--- src/rtl/color_matrix_mul.sv ---
module color_matrix_mul #(
  parameter int DW   = 12,
  parameter int CW   = 10,
  parameter int FRAC = 8
) (
  input  logic                 clk,
  input  logic                 rst_n,
  input  logic                 in_valid,
  input  logic signed [DW-1:0] in_a,
  input  logic signed [DW-1:0] in_b,
  input  logic signed [DW-1:0] in_c,
  input  logic                 coef_we,
  input  logic [1:0]           coef_row,
  input  logic signed [CW-1:0] coef_k0,
  input  logic signed [CW-1:0] coef_k1,
  input  logic signed [CW-1:0] coef_k2,
  output logic                 out_valid,
  output logic signed [DW-1:0] out_x,
  output logic signed [DW-1:0] out_y,
  output logic signed [DW-1:0] out_z
);
  localparam int PW   = DW + CW;
  localparam int AW   = PW + 2;
  localparam int RW   = 3 * CW;
  localparam int HALF = 1 << (FRAC - 1);
  localparam logic signed [AW-1:0] MAXA = AW'((1 << (DW - 1)) - 1);
  localparam logic signed [AW-1:0] MINA = AW'(-(1 << (DW - 1)));

  function automatic logic [3*RW-1:0] unit_matrix();
    logic [3*RW-1:0] m;
    m = '0;
    for (int k = 0; k < 3; k++) m[(4*k)*CW +: CW] = CW'(1 << FRAC);
    return m;
  endfunction

  localparam logic [3*RW-1:0] IDENT = unit_matrix();

  function automatic logic signed [DW-1:0] round_clip(input logic signed [AW-1:0] a);
    logic signed [AW-1:0] t;
    t = (a + AW'(HALF)) >>> FRAC;
    if (t > MAXA) return MAXA[DW-1:0];
    if (t < MINA) return MINA[DW-1:0];
    return t[DW-1:0];
  endfunction

  logic                 wr_q;
  logic [1:0]           row_q;
  logic [RW-1:0]        dat_q;
  logic [3*RW-1:0]      shd_q, act_q;
  logic [4:0]           vld_q;
  logic signed [DW-1:0] din_q  [3];
  logic signed [CW-1:0] cf     [9];
  logic signed [PW-1:0] prod_q [9];
  logic signed [AW-1:0] psum_q [3];
  logic signed [AW-1:0] pthr_q [3];
  logic signed [AW-1:0] acc_q  [3];
  logic signed [DW-1:0] dout_q [3];

  always_comb
    for (int k = 0; k < 9; k++) cf[k] = $signed(act_q[k*CW +: CW]);

  always_ff @(posedge clk or negedge rst_n) begin
    if (!rst_n) begin
      wr_q  <= 1'b0;
      row_q <= '0;
      dat_q <= '0;
      shd_q <= IDENT;
      act_q <= IDENT;
    end else begin
      wr_q  <= coef_we;
      row_q <= coef_row;
      dat_q <= {coef_k2, coef_k1, coef_k0};
      if (wr_q && row_q != 2'd3) shd_q[row_q*RW +: RW] <= dat_q;
      if (wr_q && row_q == 2'd2) act_q <= {dat_q, shd_q[2*RW-1:0]};
    end
  end

  always_ff @(posedge clk or negedge rst_n) begin
    if (!rst_n) begin
      vld_q <= '0;
      for (int i = 0; i < 3; i++) begin
        din_q[i]  <= '0;
        psum_q[i] <= '0;
        pthr_q[i] <= '0;
        acc_q[i]  <= '0;
        dout_q[i] <= '0;
      end
      for (int k = 0; k < 9; k++) prod_q[k] <= '0;
    end else begin
      vld_q    <= {vld_q[3:0], in_valid};
      din_q[0] <= in_a;
      din_q[1] <= in_b;
      din_q[2] <= in_c;
      for (int r = 0; r < 3; r++) begin
        for (int c = 0; c < 3; c++)
          prod_q[r*3+c] <= PW'(din_q[c]) * PW'(cf[r*3+c]);
        psum_q[r] <= AW'(prod_q[r*3]) + AW'(prod_q[r*3+1]);
        pthr_q[r] <= AW'(prod_q[r*3+2]);
        acc_q[r]  <= psum_q[r] + pthr_q[r];
        dout_q[r] <= round_clip(acc_q[r]);
      end
    end
  end

  assign out_valid = vld_q[4];
  assign out_x     = dout_q[0];
  assign out_y     = dout_q[1];
  assign out_z     = dout_q[2];
endmodule

--- config.mk ---
export PLATFORM = sky130hd
export DESIGN_NAME = color_matrix_mul
export DESIGN_NICKNAME = d
export VERILOG_FILES = /design/src/rtl/color_matrix_mul.sv
export SDC_FILE = /design/constraint.sdc
export NUM_CORES = 2
export LEC_CHECK = 0
export ABC_CLOCK_PERIOD_IN_PS = 5600
export BUFFER_PORTS_ARGS = -buffer_cell sky130_fd_sc_hd__buf_2
export CORE_MARGIN = 1
export CORE_UTILIZATION = 55
export DETAILED_ROUTE_END_ITERATION = 8
export GPL_TIMING_DRIVEN = 0
export PLACE_DENSITY_LB_ADDON = 0.1
export SYNTH_ARGS = -nofsm -noshare
export SYNTH_HDL_FRONTEND = slang
export SYNTH_SLANG_ARGS = --single-unit
--- constraint.sdc ---
create_clock -name clk -period 5.6 [get_ports clk]
set_input_delay 0.56 -clock clk [delete_from_list [all_inputs] [get_ports clk]]
set_output_delay 0.56 -clock clk [all_outputs]
set_load 0.01 [all_outputs]
==> metrics.yaml <==
yosys:
  synth_seq_cells: 644
  synthArstFlopShare: 1.00
  synth_cells: 6745
  yosysSeqAreaShare: 0.243
  mappedNetlistNets: 8400
  yosys_warnings: 0
  postSynth.topFlopCell: "dfrtp_1"
  synth_area_um2: 66200
  netlist-cell-type-count: 68
  synth_enable_flop_cells: 0
  synthesis.area_per_instance_um2: 9.82
route:
  drt_iter0_drc: 2984
  vias: 46600
  antenna_left: 0
  detailed_route_wire_length_mm: 174
  drt_drc_violations_left: 0
  viasPerCell: 5.34
  routedWlPerCell_um: 20.0
  detail_route.first_pass.iterations: 7
timing:
  min_period_ns: 5.48
  whs_ns: 0.335
  setup_ws_ns: 0.121
  rsz_0062_raised_after_global_routing: "yes"
  tightest_slew_ns: 1.12
  setup-violations-final: 0
  finalCritPeriodShare: 0.978
  max_freq_ghz: 0.183
  finalMaxSlewViolations: 0
  timing.slew.headroom: 0.248
  finalSetupTns_ns: 0
  clock-skew-final_ns: 0.0317
  finalHoldViolCount: 0
status:
  run_status: "finished clean"
pwr:
  post-layout-total-power_mw: 43.1
  vdd.ir_drop.worst_mv: 1.22
  p_leak_nw: 38.4
  cellPowerDensity_nw_per_um2: 583
critical_path:
  worstPathArrival_ns: 6.06
  timing.critical_path.to_type: "flip-flop"
  crit_fanout: 10
  timing.critical_path.slowest_cell_delay_ns: 0.71
  critical_path.startpoint_type: "flip-flop"
  crit_path_frequent_cell: "fa_1"
  r2r_start: "din_q[11]"
  crit_path_start: "din_q[11]"
  timing_worst_setup_path_type: "flip-flop to flip-flop"
  critPathSlowestCell: "fa_1"
  critical_path_cell_by_cell: "clkbuf_2 -> and2_1 -> inv_1 -> fa_1 -> inv_1 -> fa_1 -> inv_1 -> fa_1 -> fa_1 -> fa_1 -> inv_1 -> ha_1 -> nand3_1 -> nor2_1 -> nand2_1 -> o21ai_0 -> a311o_1 -> a21oi_1 -> o21bai_1 -> xnor2_1"
  cp_data_required_time_ns: 6.18
clock_tree:
  clock_tree.buffer_depth: 3
  cts_sinks: 644
  cts_made_buffers: 75
  cts.root.buffer_cell: "clkbuf_16"
  htree_levels: 3
  clk_transition_reported_paths_ns: 0.06
  clock_latency_ns: 0.70
  tritoncts: "built"
place:
  post_placement_worst_setup_slack_ns: -1.66
  dp_hpwl_mm: 140
  buffer_ports.inserted: 108
  placed_cells_incl_taps: 8460
  placed_area_um2: 69000
  gp_routability_congestion: 0.952
global_routing:
  grtUsageTotal: 0.296
  antenna_found_initial: 33
  vias_in_the_first_global_route: 48600
  grt_max_degree: 125
  grt_first_pass_wirelength_mm: 273
  grt_overflow: 0
layout:
  drive_above_1_share: 0.0985
  final_core_utilization: 0.623
  area_growth_pct: 11.7
  layout.cells.non_filler: 8728
  cell_area_after_layout_um2: 73900
  finalNetCount: 8702
die:
  floorplan.initialDensity: 0.558
  die_h_um: 349
  rows: 126
  fp.dieArea_um2: 122000
  num_io_pins: 109
  core-area_um2: 119000
  fp.dieW_um: 349
worst_hold_path:
  start_point_of_the_worst_hold_path: "prod_q[71]"
  worstHoldPathType: "flip-flop to flip-flop"
run:
  cap_viol_max_count: 0
where the power goes:
part	leakage, nW	total, mW	internal [mW]	switching [mW]
sequential	8.01	7.44	6.53	0.909
clock	1.27	5.20	3.00	2.20
combinational	29.2	30.5	12.8	17.7
total	38.4	43.1	22.3	20.8
routing by layer:
metal  vias to the layer above  global-route usage  share of wire  routed length, µm
met1                     23500               0.401           0.42              73000
met2                      1499               0.466           0.46              80300
met4                         0               0.131          0.045               7890
li1                      21300                   -              -                  -
met3                       317              0.0551          0.075              13100
met5                         -                   0              0                  0
synth_stat cells, types with 4 or more instances:
cell type,count,area (µm²)
dfrtp_1,639,16000
o21ai_0,179,896
o211ai_1,17,128
a21boi_0,9,67.6
mux2i_1,14,140
a21o_1,52,390
nor2b_1,37,231
clkbuf_1,231,867
and2_1,443,2770
ha_1,617,7720
or2_2,9,56.3
o22ai_1,4,25.0
fa_1,966,19300
o31ai_1,18,135
a22oi_1,5,37.5
o41ai_1,4,35.0
o21a_1,45,338
nand2_1,723,2710
a311oi_1,4,35.0
a31oi_1,21,131
a211oi_1,17,128
o22a_1,4,35.0
nor3_1,62,310
a41oi_1,5,43.8
o31a_1,5,43.8
and4_1,5,43.8
nor4_1,5,31.3
a211o_1,6,52.6
xor2_1,85,744
nand2b_1,61,382
nor2_1,264,991
a22o_1,18,158
a21oi_1,220,1100
nand4_1,15,93.8
xnor2_1,262,2290
mux4_2,6,135
clkinv_1,8,30.0
nand3_1,68,340
mux2_2,90,1010
and3_1,32,200
or3_1,16,100
o21bai_1,22,165
a31o_2,7,61.3
inv_1,1380,5180
dfstp_2,5,131
flip-flops by register name, indices dropped and copies added (netlist names):
name,cells
wr_q,1
out_x,12
row_q,2
prod_q,198
vld_q,5
psum_q,69
dat_q,30
out_z,12
acc_q,51
act_q,90
shd_q,60
out_y,12
pthr_q,66
din_q,36
path summary, 6_finish.rpt:
check / slack (ns) / to / cells after the start
worst max-delay path: 0.12 / prod_q[87] / 20
worst min-delay path: 0.33 / pthr_q[29] / 0
worst max register to register: 0.12 / prod_q[87] / 20
worst min register to register: 0.33 / pthr_q[29] / 0
max in group asynchronous: 3.27 / pthr_q[19] / 5
min in group asynchronous: 0.40 / din_q[21] / 2
critical path: cells and delay by family (launching register included):
kind / cells / cell delay [ns]
AOI/OAI and AO/OA: 4 / 0.69
DFF: 1 / 0.37
and+or+nand+nor: 4 / 0.52
xor gates and xnor gates: 1 / 0.12
buffers and inverters: 5 / 0.62
adders and majority gates: 6 / 3.01
layout make-up:
class                      count  area [µm²]
antenna                       23        57.6
buffer                       221        1380
clock buffer                  96        2070
clock inverter                39         589
fill                        9932       44800
inverter                    1388        5230
multi-input combinational   4478       44600
sequential                   644       16200
tap                         1600        2000
timing repair buffer         239        1840
cells in the final DEF (no fill, tap or decap), types with 75 or more instances in the layout:
cell type,Yosys,final
a21oi_1,220,197
mux2_2,90,90
xor2_1,85,80
xnor2_1,262,250
clkbuf_16,0,75
nand2_1,723,720
dfrtp_1,639,614
inv_1,1380,1378
and2_1,443,443
nor2_1,264,263
ha_1,617,607
fa_1,966,960
buf_2,1,130
buf_4,0,76
o21ai_0,179,172
cell families after synthesis:
family | after synthesis | synth area share
xor gates and xnor gates | 347 | 0.0459
DFF | 644 | 0.243
and+or+nand+nor | 1749 | 0.126
buffers and inverters | 1623 | 0.0920
adders and majority gates | 1583 | 0.409
muxes | 110 | 0.0195
AOI/OAI and AO/OA | 689 | 0.0646
repair_timing:
action / CTS / global route
pin swaps: 13 / 44
hold buffers: 71 / 0
hold endpoints to repair: 121 / 0
resized for setup: 228 / 338
endpoints found under the setup margin: 59 / 53
cloned: 0 / 1
buffers inserted: 8 / 44
Power figures use the tool's default switching activity.
